File: config.mk
export PLATFORM = sky130hd
export DESIGN_NAME = tdg_guard
export DESIGN_NICKNAME = d
export VERILOG_FILES = /design/src/rtl/tdg_pkg.sv /design/src/rtl/tdg_tick_cnt.sv /design/src/rtl/tdg_ctrl.sv /design/src/rtl/tdg_guard.sv
export SDC_FILE = /design/constraint.sdc
export NUM_CORES = 1
export LEC_CHECK = 0
export CAP_MARGIN = 20
export CORE_UTILIZATION = 50
export DETAILED_ROUTE_END_ITERATION = 16
export DONT_BUFFER_PORTS = 1
export GPL_TIMING_DRIVEN = 0
export PLACE_DENSITY = 0.62
export SETUP_SLACK_MARGIN = 0.05
export SYNTH_ARGS = -nofsm -noshare
export SYNTH_HDL_FRONTEND = slang
export SYNTH_SLANG_ARGS = --single-unit
export TNS_END_PERCENT = 100
File: constraint.sdc
create_clock -name clk_i -period 1.8 [get_ports clk_i]
set_clock_uncertainty 0.05 [all_clocks]
set_input_delay 0.36 -clock clk_i [delete_from_list [all_inputs] [get_ports clk_i]]
set_output_delay 0.36 -clock clk_i [all_outputs]
set_load 0.02 [all_outputs]
File: src/rtl/tdg_pkg.sv
package tdg_pkg;

    // Control state of the guard: driver enable and timeout status
    typedef struct packed {
        logic armed;
        logic flag;
    } tdg_ctl_t;

endpackage

File: src/rtl/tdg_tick_cnt.sv
module tdg_tick_cnt #(
    parameter int unsigned LIMIT = 4
) (
    input  logic clk_i,
    input  logic rst_ni,
    input  logic run_i,
    input  logic tick_i,
    output logic hit_o
);
    localparam int unsigned W = (LIMIT > 1) ? $clog2(LIMIT) : 1;
    localparam logic [W-1:0] LAST = W'(LIMIT - 1);

    typedef struct packed {
        logic [W-1:0] cnt;
    } cnt_st_t;

    cnt_st_t st_d, st_q;

    assign hit_o = run_i && tick_i && (st_q.cnt == LAST);

    always_comb begin
        st_d = st_q;
        if (!run_i || hit_o) begin
            st_d.cnt = '0;
        end else if (tick_i) begin
            st_d.cnt = st_q.cnt + 1'b1;
        end
    end

    always_ff @(posedge clk_i or negedge rst_ni) begin
        if (!rst_ni) begin
            st_q <= '0;
        end else begin
            st_q <= st_d;
        end
    end

    AST_CNT_BELOW_LIMIT: assert property (@(posedge clk_i) disable iff (!rst_ni)
        st_q.cnt <= LAST);
    AST_IDLE_CNT_ZERO: assert property (@(posedge clk_i) disable iff (!rst_ni)
        !run_i |=> (st_q.cnt == '0));

endmodule

File: src/rtl/tdg_ctrl.sv
module tdg_ctrl
    import tdg_pkg::*;
(
    input  logic clk_i,
    input  logic rst_ni,
    input  logic norm_i,
    input  logic txd_i,
    input  logic tmo_hit_i,
    input  logic rel_hit_i,
    output logic low_run_o,
    output logic high_run_o,
    output logic armed_o,
    output logic flag_o
);
    tdg_ctl_t st_d, st_q;

    // Timeout counts only while enabled and low; release only while disabled and high
    assign low_run_o  = norm_i &&  st_q.armed && !txd_i;
    assign high_run_o = norm_i && !st_q.armed &&  txd_i;
    assign armed_o    = st_q.armed;
    assign flag_o     = st_q.flag;

    always_comb begin
        st_d = st_q;
        if (!norm_i) begin
            st_d.armed = 1'b0;
        end else if (tmo_hit_i) begin
            st_d.armed = 1'b0;
            st_d.flag  = 1'b1;
        end else if (rel_hit_i) begin
            st_d.armed = 1'b1;
            st_d.flag  = 1'b0;
        end
    end

    always_ff @(posedge clk_i or negedge rst_ni) begin
        if (!rst_ni) begin
            st_q <= '0;
        end else begin
            st_q <= st_d;
        end
    end

    AST_TMO_DISARMS: assert property (@(posedge clk_i) disable iff (!rst_ni)
        tmo_hit_i |=> (!st_q.armed && st_q.flag));
    AST_ARM_AFTER_HIGH: assert property (@(posedge clk_i) disable iff (!rst_ni)
        $rose(st_q.armed) |-> ($past(txd_i) && $past(norm_i)));
    AST_OFF_OUT_OF_MODE: assert property (@(posedge clk_i) disable iff (!rst_ni)
        !norm_i |=> !st_q.armed);
    AST_FLAG_EXCLUDES_ARM: assert property (@(posedge clk_i) disable iff (!rst_ni)
        st_q.flag |-> !st_q.armed);
    AST_RUNS_EXCLUSIVE: assert property (@(posedge clk_i) disable iff (!rst_ni)
        !(low_run_o && high_run_o));

endmodule

File: src/rtl/tdg_guard.sv
module tdg_guard #(
    parameter int unsigned TMO_TICKS = 55000,
    parameter int unsigned REL_TICKS = 11
) (
    input  logic clk_i,
    input  logic rst_ni,
    input  logic txd_i,
    input  logic norm_i,
    input  logic tick_i,
    output logic drv_dom_o,
    output logic tmo_flag_o
);
    logic low_run, high_run, tmo_hit, rel_hit, armed;

    tdg_tick_cnt #(.LIMIT(TMO_TICKS)) i_tmo_cnt (
        .clk_i  (clk_i),
        .rst_ni (rst_ni),
        .run_i  (low_run),
        .tick_i (tick_i),
        .hit_o  (tmo_hit)
    );

    tdg_tick_cnt #(.LIMIT(REL_TICKS)) i_rel_cnt (
        .clk_i  (clk_i),
        .rst_ni (rst_ni),
        .run_i  (high_run),
        .tick_i (tick_i),
        .hit_o  (rel_hit)
    );

    tdg_ctrl i_ctrl (
        .clk_i      (clk_i),
        .rst_ni     (rst_ni),
        .norm_i     (norm_i),
        .txd_i      (txd_i),
        .tmo_hit_i  (tmo_hit),
        .rel_hit_i  (rel_hit),
        .low_run_o  (low_run),
        .high_run_o (high_run),
        .armed_o    (armed),
        .flag_o     (tmo_flag_o)
    );

    assign drv_dom_o = armed && norm_i && !txd_i;

    AST_NO_DOM_WHEN_HIGH: assert property (@(posedge clk_i) disable iff (!rst_ni)
        txd_i |-> !drv_dom_o);
    AST_FLAG_MEANS_OFF: assert property (@(posedge clk_i) disable iff (!rst_ni)
        tmo_flag_o |-> !drv_dom_o);

endmodule

# ---- After elaboration in Yosys (flattened, before gate mapping)
# Index checks and enable logic that the tools add are counted.
dict set report word_totals {
  register_bits 22
  elab_cells 34
}
dict set report op_classes {
  n_addsub 2
  eq_ne 3
  mux 7
  n_reduce_logical 18
}
# op count
set op_table {}
lappend op_table {{16-bit 2-to-1 mux} 2}
lappend op_table {{16-bit by 1-bit adder with 16-bit output, second input constant} 1}
lappend op_table {{16-bit equality test, second input constant} 1}
lappend op_table {{1-bit logical AND} 8}
lappend op_table {{4-bit 2-to-1 mux} 2}
lappend op_table {{2-bit nonzero test} 3}
lappend op_table {{4-bit by 1-bit adder with 4-bit output, second input constant} 1}
lappend op_table {{4-bit equality test, second input constant} 1}
lappend op_table {{1-bit zero test} 4}
lappend op_table {{2-bit 2-to-1 mux} 2}
lappend op_table {{3-bit by 1-bit inequality test with 1-bit output, second input constant} 1}
lappend op_table {{1-bit logical OR} 2}
lappend op_table {{2-bit AND reduction} 1}
lappend op_table {{1-bit 2-to-1 mux} 1}

# ---- Logic depth before layout (Yosys ltp)
# Gate-level depths: netlist of the first run.
dict set report logic_depth {
  depth_word 8
  ltp_mapped 6
  ltp_nobuf 6
}

# ---- By module
# Synthesis of the first run repeated with hierarchy kept, for this count alone.
dict set report hier_totals {
  hier_cells 119
  hier_area_um2 1172.4
}
# module n_inst cells_per_inst area_per_inst_um2
set by_module_without_submodules {}
lappend by_module_without_submodules {{tdg_tick_cnt at i_tmo_cnt} 1 86 848.3}
lappend by_module_without_submodules {{tdg_tick_cnt at i_rel_cnt} 1 23 224.0}
lappend by_module_without_submodules {tdg_ctrl 1 9 91.3}
lappend by_module_without_submodules {tdg_guard 1 1 8.8}

# ---- Least setup slack after synthesis of the first run
# No wires, ideal clock.
dict set report synth_path {
  kind {flip-flop to flip-flop}
  startpoint {reg i_tmo_cnt.st_q[0] in the netlist's numbering}
  endpoint {reg i_tmo_cnt.st_q[4] in the netlist's numbering}
  arrival_time_ps 1345
  t_required_ps 1631
  setup_slack_ps 287
  path_stages_with_launch 7
  path_buffers 1
  cell_sequence {dfrtp_1 > ha_1 > nand3_1 > nor3_1 > a21o_2 > buf_6 > nor2_1}
}
dict set report synth_via {
  elab_chain_cells 4
}
# element line
set synth_rtl {}
lappend synth_rtl {{start: declaration} tdg_tick_cnt.sv:17} ;# cnt_st_t st_d, st_q;
lappend synth_rtl {{start signal: assignment} tdg_tick_cnt.sv:34} ;# st_q <= st_d;
lappend synth_rtl {{parallel branches: the longest is 4 deep, another holds 16-bit by 1-bit adder with 16-bit output} -}
# Several ways; the timed one is not identified. The select of a mux whose other input is x is not followed.
# A chain may end at the register's enable or synchronous reset.

# ---- Final worst setup path of the first run
dict set report layout_path {
  startpoint {reg i_tmo_cnt.st_q[0] in the netlist's numbering}
  endpoint {reg i_tmo_cnt.st_q[14] in the netlist's numbering}
}
# Same word-level chain as after synthesis.

==> results.toml, run 1 <==
[run_status]
status = "completed"

[synthesis]
synth_top_area_frac = 0.469
synth_cells = 119
synth_compound_area_frac = 0.0309
synth-seq-cells = 22
synth_common_cells = "dfrtp_1 (22), nor2_1 (21), xnor2_1 (14)"
yosys.area_share.xor_xnor = 0.134
synth_cell_type_count = 26
synth_edf_count = 0
syn-num-nets = 127
yosys.area.top_type = "dfrtp_1"
ys.flop_type = "dfrtp_1"
yosys_warnings = 0
async_reset_ff_frac = 1.00
syn_area_um2 = 1170
avgSynthCellArea_um2 = 9.86
synth.most_common_cell = "dfrtp_1"
synth_top_family_by_area = "simple AND/OR/NAND/NOR gates"
synthAdderAreaFrac = 0.0320
synth-simple-area-share = 0.274
ys_seq_area_frac = 0.469
synth_area_leaders = "dfrtp_1 (47%), xnor2_1 (10%), nor2_1 (6.7%), nand4_1 (4.3%), nand2_1 (3.5%)"
synth.area.mux_share = 0.0171

[clock_network]
numCtsBuffers = 3
cts_tree = "done"
clk_latency_ps = 300
clockBufferDepth = 2
cts_root_buf = "clkbuf_4"
cts_sinks = 22
htreeDepth = 1
clkTransAtPathRegs_ps = 110

[worst_setup_path]
crit_fanout = 4
reg2reg_depth = 5
worstSetupPathType = "reg -> reg"
cp-start-kind = "register"
cp_data_arrival_time_ps = 1760
reg2reg_slack_ps = 190
worstPathRequired_ps = 1950
r2r-end = "i_tmo_cnt.st_q[14]"
cp-end-kind = "register"
r2r_start = "i_tmo_cnt.st_q[0]"

[power_and_ir_drop]
peakVddDrop_uv = 338
power_w = 0.000747
power-per-cell-area_nw_per_um2 = 583
p_leak_nw = 0.512

[final_layout]
drive_gt1_frac = 0.128
layout.cells.non_filler = 153
nets = 135
syn2layout_area_growth_pct = 9.17
fillers = 200
n_antenna_cell = 0

[die]
rows = 17
initial_core_util = 0.531
core_area_um2 = 2210
fp.dieH_um = 50.5
num_io_pins = 7
dieWidth_um = 50.5
die_area_um2 = 2550

[route]
viasPerCell = 5.37
wire_per_inst_um = 13.3
drtIter0Drc = 19
routed_wl_um = 2040
first_pass_iters = 4
vias = 821
drtAntennaViolNets = 0
drc = 0

[placement]
io_buffers = 0
pre_cts_ws_ps = 62.3
gp_congestion = 0.770
dp_cells = 147
dp.final_hpwl_um = 1460

[global_route]
grt_pass1_vias = 775
grt_max_degree = 23
grt_first_pass_wirelength_um = 3530
grt.total_usage = 0.190
antenna_found_initial = 0
overflow = 0

[sta]
tightest_slew_ps = 375
timing.final.setup_violations = 0
fin_crit_ps = 1610
finalSetupTns_ps = 0
max_freq_ghz = 0.620
hold_ws_ps = 125
rsz0062_at_grt = "false"
layout_worst_path_cycle_share = 0.896
slew_violations = 0
hold_viol = 0
setup_slack_ps = 188
max_slew_margin = 0.748

[min_path]
min_from = "norm_i"
holdPathEnd = "i_ctrl.armed_o"
hold_class = "in -> reg"
min_path_cells = 1

[run]
cap_violations = 0
==> flip-flops by register name, indices dropped and copies added (netlist names) <==
signal / flops
i_tmo_cnt.st_q: 16
i_rel_cnt.st_q: 4
i_ctrl.armed_o: 1
i_ctrl.flag_o: 1
==> report_power, final <==
part           internal [W]  switching, W  leakage [nW]  total [W]
Combinational     0.0000157     0.0000194         0.192  0.0000350
Sequential         0.000496    0.00000182         0.307   0.000497
Clock             0.0000779      0.000137        0.0138   0.000215
==> per-stage QoR <==
step,instance area (um^2),util
finish,1280,0.579
global route,1280,0.579
CTS,1250,0.563
detailed placement,1210,0.546
global placement,1210,0.546
floorplan,1170,-
==> worst max-delay path by stage <==
stage                     slack [ps]         startpoint            endpoint  depth (start not counted)
after CTS                        110  i_tmo_cnt.st_q[0]   i_tmo_cnt.st_q[3]                          6
after floorplan                  290  i_tmo_cnt.st_q[0]   i_tmo_cnt.st_q[4]                          6
after detailed placement          60  i_tmo_cnt.st_q[0]   i_tmo_cnt.st_q[3]                          6
after global placement           110  i_tmo_cnt.st_q[0]   i_tmo_cnt.st_q[1]                          6
final                            190  i_tmo_cnt.st_q[0]  i_tmo_cnt.st_q[14]                          5
after global routing              60  i_tmo_cnt.st_q[0]   i_tmo_cnt.st_q[7]                          6
==> cell type report <==
cell class / instances / area, um^2 / area share
sequential: 22 / 551 / 0.430
clock buffer: 3 / 22.5 / 0.0176
inverter: 4 / 15.0 / 0.0117
buffer: 4 / 35.0 / 0.0273
tap: 28 / 35.0 / 0.0273
timing repair buffer: 3 / 45.0 / 0.0352
multi-input combinational: 89 / 578 / 0.451
==> critical path, stage by stage (launching register included) <==
cell     delay [ps]
dfrtp_1         440
ha_1            250
nand3_1         160
nor4_1          390
xnor2_1         180
nor2_1           50
==> kinds of logic after synthesis <==
family,Yosys count
AOI/OAI and AO/OA,5
xor gates and xnor gates,18
muxes,2
adders and majority gates,3
and+or+nand+nor,61
DFF,22
buffers and inverters,8
==> placed cells by master (no fill, tap or decap), drive strengths merged <==
| cell | Yosys | layout |
|---|---|---|
| buf | 4 | 6 |
| or3 | 1 | 1 |
| dlygate4sd3 | 0 | 1 |
| nor3 | 3 | 3 |
| ha | 3 | 3 |
| nor4 | 6 | 6 |
| xor2 | 4 | 4 |
| and4b | 1 | 1 |
| inv | 4 | 4 |
| nand4 | 9 | 9 |
| nand3 | 3 | 3 |
| nand4bb | 1 | 1 |
| clkbuf | 0 | 3 |
| or2 | 1 | 1 |
| o21ai | 2 | 2 |
| nand4b | 1 | 1 |
| o211a | 1 | 1 |
| dfrtp | 22 | 22 |
| nor2 | 24 | 24 |
| nand2 | 11 | 11 |
| mux2i | 2 | 2 |
| xnor2 | 14 | 14 |
| a21o | 2 | 2 |
==> metal layers <==
layer | track usage | vias up | share of wire
met5 | 0 | - | 0
met4 | 0.0694 | 0 | 0.014
met3 | 0.0364 | 4 | 0.017
met2 | 0.264 | 7 | 0.44
met1 | 0.290 | 394 | 0.53
li1 | - | 416 | -
==> repair_timing <==
action	CTS	global route
resized for setup	1	0
endpoints found under the hold margin	22	0
endpoints found under the setup margin	5	10
buffers inserted	0	1
hold buffers	1	0
Power figures use the tool's default switching activity.
==> inputs of run 2 (changes only) <==
--- a/config.mk
+++ b/config.mk
@@ -5,12 +5,13 @@
 export SDC_FILE = /design/constraint.sdc
 export NUM_CORES = 1
 export LEC_CHECK = 0
+export ABC_AREA = 1
 export CAP_MARGIN = 20
-export CORE_UTILIZATION = 50
+export CORE_UTILIZATION = 35
 export DETAILED_ROUTE_END_ITERATION = 16
 export DONT_BUFFER_PORTS = 1
 export GPL_TIMING_DRIVEN = 0
-export PLACE_DENSITY = 0.62
+export PLACE_DENSITY = 0.48
 export SETUP_SLACK_MARGIN = 0.05
 export SYNTH_ARGS = -nofsm -noshare
 export SYNTH_HDL_FRONTEND = slang
==> constraint.sdc (replaced) <==
create_clock -name clk_i -period 1.4 [get_ports clk_i]
set_clock_uncertainty 0.05 [all_clocks]
set_input_delay 0.28 -clock clk_i [delete_from_list [all_inputs] [get_ports clk_i]]
set_output_delay 0.28 -clock clk_i [all_outputs]
set_load 0.02 [all_outputs]
==> run 2 against run 1 <==
Compared with the run above: power up 45%; area after synthesis grew 13%; sequential power is 28% higher; cell count up 61%; core utilization fell by 13 points; combinational power grew 32%.
==> results.toml, run 2 <==
[placement]
gp_congestion = 0.838
dpl_cell_area_um2 = 1390
dp.final_hpwl_um = 2060
io_buffers = 0
dp_cells = 227

[sta]
finalSetupTns_ps = 0
timing.final.setup_violations = 0
rsz0062_at_grt = "true"
tightest_slew_ps = 300
hold_viol = 0
slew_violations = 0
layout_worst_path_cycle_share = 0.989
fin_crit_ps = 1380
max_slew_margin = 0.800
max_freq_ghz = 0.722

[synthesis]
ys.flop_type = "dfrtp_1"
synth_area_leaders = "dfrtp_1 (41%), nand2_1 (11%), nor2_1 (10%), inv_1 (6.8%), nand3_1 (4.9%)"
avgSynthCellArea_um2 = 7.42
synth_common_cells = "nand2_1 (38), nor2_1 (37), inv_1 (24)"
synth_edf_count = 0
synth_cell_type_count = 28
yosys_warnings = 0
syn_area_um2 = 1330
synth-seq-cells = 22
async_reset_ff_frac = 1.00
yosys.area.top_type = "dfrtp_1"
ys_seq_area_frac = 0.415
synth_cells = 179
synth.most_common_cell = "nand2_1"
synth_top_area_frac = 0.415
syn-num-nets = 187

[route]
routed_wl_um = 3160
drtAntennaViolNets = 0
viasPerCell = 4.83
drtIter0Drc = 56
drc = 0
wire_per_inst_um = 12.8
vias = 1189
first_pass_iters = 4

[worst_setup_path]
cp_data_arrival_time_ps = 1480
worstSetupPathType = "reg -> reg"
r2r-end = "i_tmo_cnt.st_q[4]"
crit_path_start = "i_tmo_cnt.st_q[0]"
crit_fanout = 5
crit_path_end = "i_tmo_cnt.st_q[4]"
reg2reg_slack_ps = 20
cp-end-kind = "register"
r2r_start = "i_tmo_cnt.st_q[0]"
cp-start-kind = "register"
worstPathRequired_ps = 1500
reg2reg_depth = 7

[final_layout]
drive_gt1_frac = 0.217
final_common_cell = "nand2_1"
largest_reg_flops = 16
fillers = 361
nets = 208
n_antenna_cell = 0
regMostFlops = "i_tmo_cnt.st_q"
syn2layout_area_growth_pct = 23.3
stdcell_area_um2 = 1640
top_regs = "i_tmo_cnt.st_q (16), i_rel_cnt.st_q (4)"
layout.cells.non_filler = 246
final_util = 0.447
final_cell_mix = "nand2_1 (38), nor2_1 (35), inv_1 (23)"

[clock_network]
cts_tree = "done"
numCtsBuffers = 3
clockBufferDepth = 2
htreeDepth = 1
clk_latency_ps = 260
cts_sinks = 22
clkTransAtPathRegs_ps = 70
cts_root_buf = "clkbuf_8"

[die]
core_area_um2 = 3660
rows = 22
num_io_pins = 7
initial_core_util = 0.363
die_area_um2 = 4040
fp.dieH_um = 63.6
dieWidth_um = 63.6

[run_status]
status = "completed"

[global_route]
antenna_found_initial = 0
grt_max_degree = 23
grt.total_usage = 0.178
overflow = 0
grt_first_pass_wirelength_um = 5520
grt_pass1_vias = 1185

[power_and_ir_drop]
p_int_w = 0.000846
seqPwrFrac = 0.589
power-per-cell-area_nw_per_um2 = 662
p_comb_frac = 0.043
p_leak_nw = 0.711
peakVddDrop_uv = 370
switching_share = 0.220
power_switching_w = 0.000238
clockPowerShare = 0.368

[min_path]
hold_class = "in -> reg"

[run]
cap_violations = 0
==> run 2: cell count changes in the layout (fill, tap and decap cells not counted), moves of 8 or more <==
cell	change
buf_4	+11
inv_1	+19
nor2_1	+14
nand3_1	+8
nand2_1	+27
xnor2_1	-13
==> run 2: layer usage <==
metal	GRT usage	up-vias	wire length [um]
li1	-	605	-
met1	0.234	567	1450
met2	0.289	15	1570
met3	0.0290	2	105
met4	0.0710	0	29
met5	0	-	0
==> run 2: worst max-delay path, stage by stage (launching register included) <==
cell     delay [ps]
dfrtp_1         400
ha_4            190
nand3_1         100
nor2_2          110
nand3_2         110
nand2_4         130
buf_6           130
nor2_1           40
==> run 2: through the flow <==
| stage | setup slack [ps] | total power (W) | hold slack, ps |
|---|---|---|---|
| after detailed placement | -135 | 0.000673 | -64.9 |
| after global routing | -78.9 | 0.00113 | 213 |
| after global placement | -121 | 0.000672 | -65.1 |
| final | 15.4 | 0.00108 | 189 |
| after floorplan | 65.3 | 0.000667 | -65.6 |
| after CTS | 38.8 | 0.00107 | -353 |
==> run 2: cell families after synthesis <==
group                      count (synthesis)  share of synthesized area
AOI/OAI and AO/OA                          7                     0.0292
adders and majority gates                  3                     0.0283
muxes                                      1                    0.00754
DFF                                       22                      0.415
buffers and inverters                     27                     0.0829
and+or+nand+nor                          111                      0.385
xor gates and xnor gates                   8                     0.0528
==> run 2: timing repair <==
item | in CTS | in global routing
pin swaps | 3 | 9
resized for setup | 6 | 12
buffers inserted | 12 | 1
endpoints found under the setup margin | 17 | 21
endpoints found under the hold margin | 22 | 22
gates cloned | 1 | 0
==> run 2: how the worst min path moves through the flow <==
stage,startpoint,to,cells past startpoint
6_report,tick_i,i_rel_cnt.st_q[1],3
5_1_grt,tick_i,i_rel_cnt.st_q[1],3
4_1_cts,rst_ni,i_tmo_cnt.st_q[7],0
3_5_place_dp,rst_ni,i_rel_cnt.st_q[2],0
3_3_place_gp,rst_ni,i_rel_cnt.st_q[3],0
2_1_floorplan,rst_ni,i_ctrl.armed_o,0
==> run 2: layout make-up <==
cell class                 count  area [um^2]  share of cell area
multi-input combinational    130          734               0.449
inverter                      25         93.8              0.0573
sequential                    22          552               0.337
tap                           48         60.1              0.0367
timing repair buffer          16          139              0.0849
clock buffer                   3         41.3              0.0252
buffer                         2         16.3             0.00994
==> run 2: power by group through the flow <==
stage	clock [W]	combinational (W)	sequential, W
finish	0.000399	0.0000463	0.000638
global route	0.000435	0.0000542	0.000638
CTS	0.000408	0.0000214	0.000639
detailed placement	0	0.0000214	0.000651
global placement	0	0.0000205	0.000651
floorplan	0	0.0000163	0.000651
==> inputs of run 3 (changes only) <==
--- a/config.mk
+++ b/config.mk
@@ -15,5 +15,6 @@
 export SETUP_SLACK_MARGIN = 0.05
 export SYNTH_ARGS = -nofsm -noshare
 export SYNTH_HDL_FRONTEND = slang
+export SYNTH_HIERARCHICAL = 1
 export SYNTH_SLANG_ARGS = --single-unit
 export TNS_END_PERCENT = 100
==> run 3 against run 2 <==
Compared with the run above: the flow now finishes with violations (setup timing); via count grew 3.0%; flip-flop and latch count is the same; maximum frequency shrank 5.7%; cell count grew 6.9%; worst hold slack lost 120 ps; register-to-register slack lost 80 ps; synthesized cell count grew 11%; critical endpoint is now i_tmo_cnt/st_q[10]; largest cell class unchanged; highest routed layer unchanged.
==> results.toml, run 3 <==
[final_layout]
final_common_cell = "nand2_1"
drive_gt1_frac = 0.242
syn2layout_area_growth_pct = 25.2
regMostFlops = "i_tmo_cnt/st_q"
final_cell_mix = "nand2_1 (58), inv_1 (26), nor2_1 (26)"
top_regs = "i_tmo_cnt/st_q (16), i_rel_cnt/st_q (4)"
stdcell_area_um2 = 1720
n_antenna_cell = 0
nets = 224
largest_reg_flops = 16

[route]
drtAntennaViolNets = 0
vias = 1225
viasPerCell = 4.66
first_pass_iters = 4
drtIter0Drc = 55
wire_per_inst_um = 12.1
routed_wl_um = 3170
drc = 0

[worst_setup_path]
worstPathRequired_ps = 1520
r2r_start = "i_tmo_cnt/st_q[1]"
cp-start-kind = "register"
cp-end-kind = "register"
crit_fanout = 5
reg2reg_slack_ps = -70
r2r-end = "i_tmo_cnt/st_q[10]"
worstSetupPathType = "reg -> reg"
cp_data_arrival_time_ps = 1590
reg2reg_depth = 9

[synthesis]
synth_cell_type_count = 22
syn_area_um2 = 1370
ys_seq_area_frac = 0.402
synth-seq-cells = 22
synth_cells = 199
synth_compound_area_frac = 0.0265
synth.area.mux_share = 0
syn-num-nets = 207
synth_top_family_by_area = "simple AND/OR/NAND/NOR gates"
avgSynthCellArea_um2 = 6.88
ys.flop_type = "dfrtp_1"
synthAdderAreaFrac = 0.0274
async_reset_ff_frac = 1.00
synth-simple-area-share = 0.392
synth_edf_count = 0
synth_area_leaders = "dfrtp_1 (40%), nand2_1 (17%), nor2_1 (11%), inv_1 (7.4%), xor2_1 (4.5%)"
yosys_warnings = 6
synth.most_common_cell = "nand2_1"
yosys.area_share.xor_xnor = 0.0575
yosys.area.top_type = "dfrtp_1"
synth_common_cells = "nand2_1 (63), nor2_1 (39), inv_1 (27)"
synth_top_area_frac = 0.402

[clock_network]
clk_latency_ps = 270
cts_tree = "done"
clockBufferDepth = 2
cts_root_buf = "clkbuf_8"
cts_sinks = 22
clkTransAtPathRegs_ps = 80
numCtsBuffers = 3
htreeDepth = 1

[power_and_ir_drop]
power-per-cell-area_nw_per_um2 = 678
peakVddDrop_uv = 304
power_w = 0.00116
p_leak_nw = 0.745

[die]
fp.dieH_um = 64.6
die_area_um2 = 4170
dieWidth_um = 64.6
num_io_pins = 7
initial_core_util = 0.369
core_area_um2 = 3720
rows = 22

[sta]
fin_crit_ps = 1470
rsz0062_at_grt = "true"
finalSetupTns_ps = -785
hold_viol = 0
max_freq_ghz = 0.681
timing.final.setup_violations = 17
tightest_slew_ps = 415
max_slew_margin = 0.722
layout_worst_path_cycle_share = 1.05
hold_ws_ps = 69.8
slew_violations = 0
setup_slack_ps = -68.2

[global_route]
grt.total_usage = 0.162
grt_max_degree = 23
grt_first_pass_wirelength_um = 5230
overflow = 0
grt_pass1_vias = 1148
antenna_found_initial = 0

[min_path]
holdPathEnd = "i_ctrl/flag_o"
min_path_cells = 2
hold_class = "in -> reg"
min_from = "norm_i"

[run_status]
violations = "setup timing"
status = "complete, but fails checks"

[placement]
dpl_cell_area_um2 = 1440
gp_congestion = 0.861
dp.final_hpwl_um = 2150
pre_cts_ws_ps = -169
io_buffers = 0

[run]
cap_violations = 0
-- run 3: changes by cell type in the layout (fill, tap and decap cells not counted), moves of 2 or more --
cell,delta
a21oi_1,-2
a21oi_2,+2
buf_4,-5
inv_1,+3
nand2_1,+20
nand2_2,+3
nand4_1,-4
nor2_1,-9
nor2_2,+12
-- run 3: layer usage --
| metal | track usage | part of all wire | vias up |
|---|---|---|---|
| li1 | - | - | 631 |
| met1 | 0.220 | 0.51 | 574 |
| met2 | 0.262 | 0.46 | 15 |
| met3 | 0.0211 | 0.021 | 5 |
| met4 | 0.0583 | 0.014 | 0 |
| met5 | 0 | 0 | - |
-- run 3: how the worst max path moves through the flow --
stage	startpoint	endpoint	slack (ps)	cells past startpoint
final	i_tmo_cnt/st_q[1]	i_tmo_cnt/st_q[10]	-70	9
after global routing	i_tmo_cnt/st_q[0]	i_tmo_cnt/st_q[9]	-190	9
after CTS	i_tmo_cnt/st_q[0]	i_tmo_cnt/st_q[12]	-50	9
after detailed placement	i_tmo_cnt/st_q[0]	i_tmo_cnt/st_q[10]	-170	9
after global placement	i_tmo_cnt/st_q[0]	i_tmo_cnt/st_q[10]	-150	9
after floorplan	i_tmo_cnt/st_q[0]	i_tmo_cnt/st_q[10]	40	9
-- run 3: kinds of logic after synthesis --
logic type      after synthesis
simple gates                128
fa+ha+maj                     3
compound gates                6
flops                        22
buf+inv                      31
xor+xnor                      9
-- run 3: layout make-up --
class | count | area [um^2]
multi-input combinational | 146 | 786
clock buffer | 4 | 55.1
sequential | 22 | 551
buffer | 3 | 25.0
tap | 48 | 60.1
fill | 393 | 2000
timing repair buffer | 12 | 134
inverter | 28 | 105
-- run 3: metrics by stage --
| step | std cells | util |
|---|---|---|
| 6_report | 263 | 0.462 |
| 5_1_grt | 263 | 0.462 |
| 4_1_cts | 259 | 0.424 |
| 3_5_place_dp | 247 | 0.387 |
| 3_3_place_gp | 247 | 0.387 |
| 2_1_floorplan | 199 | - |
-- run 3: repair_timing --
item | CTS | global route
gates cloned | 0 | 1
pin swaps | 2 | 9
setup endpoints to repair | 18 | 21
gates resized for setup | 5 | 23
hold buffers | 1 | 0
endpoints found under the hold margin | 22 | 0
buffers inserted | 7 | 2
-- run 3: worst max-delay path: stages (launching register included) --
cell and delay [ps]:
dfrtp_1 370, ha_2 190, nand2_2 70, nor2_2 130, nand2_2 80, nor2_2 110, nand2_2 70, nand2_4 110
clkbuf_16 160, nor2_2 40
-- run 3: power breakdown --
| part | internal (W) | leakage (nW) | total [W] | switching, W |
|---|---|---|---|---|
| clock network | 0.000251 | 0.0288 | 0.000470 | 0.000219 |
| logic | 0.0000189 | 0.409 | 0.0000548 | 0.0000358 |
| registers | 0.000637 | 0.307 | 0.000638 | 0.00000178 |
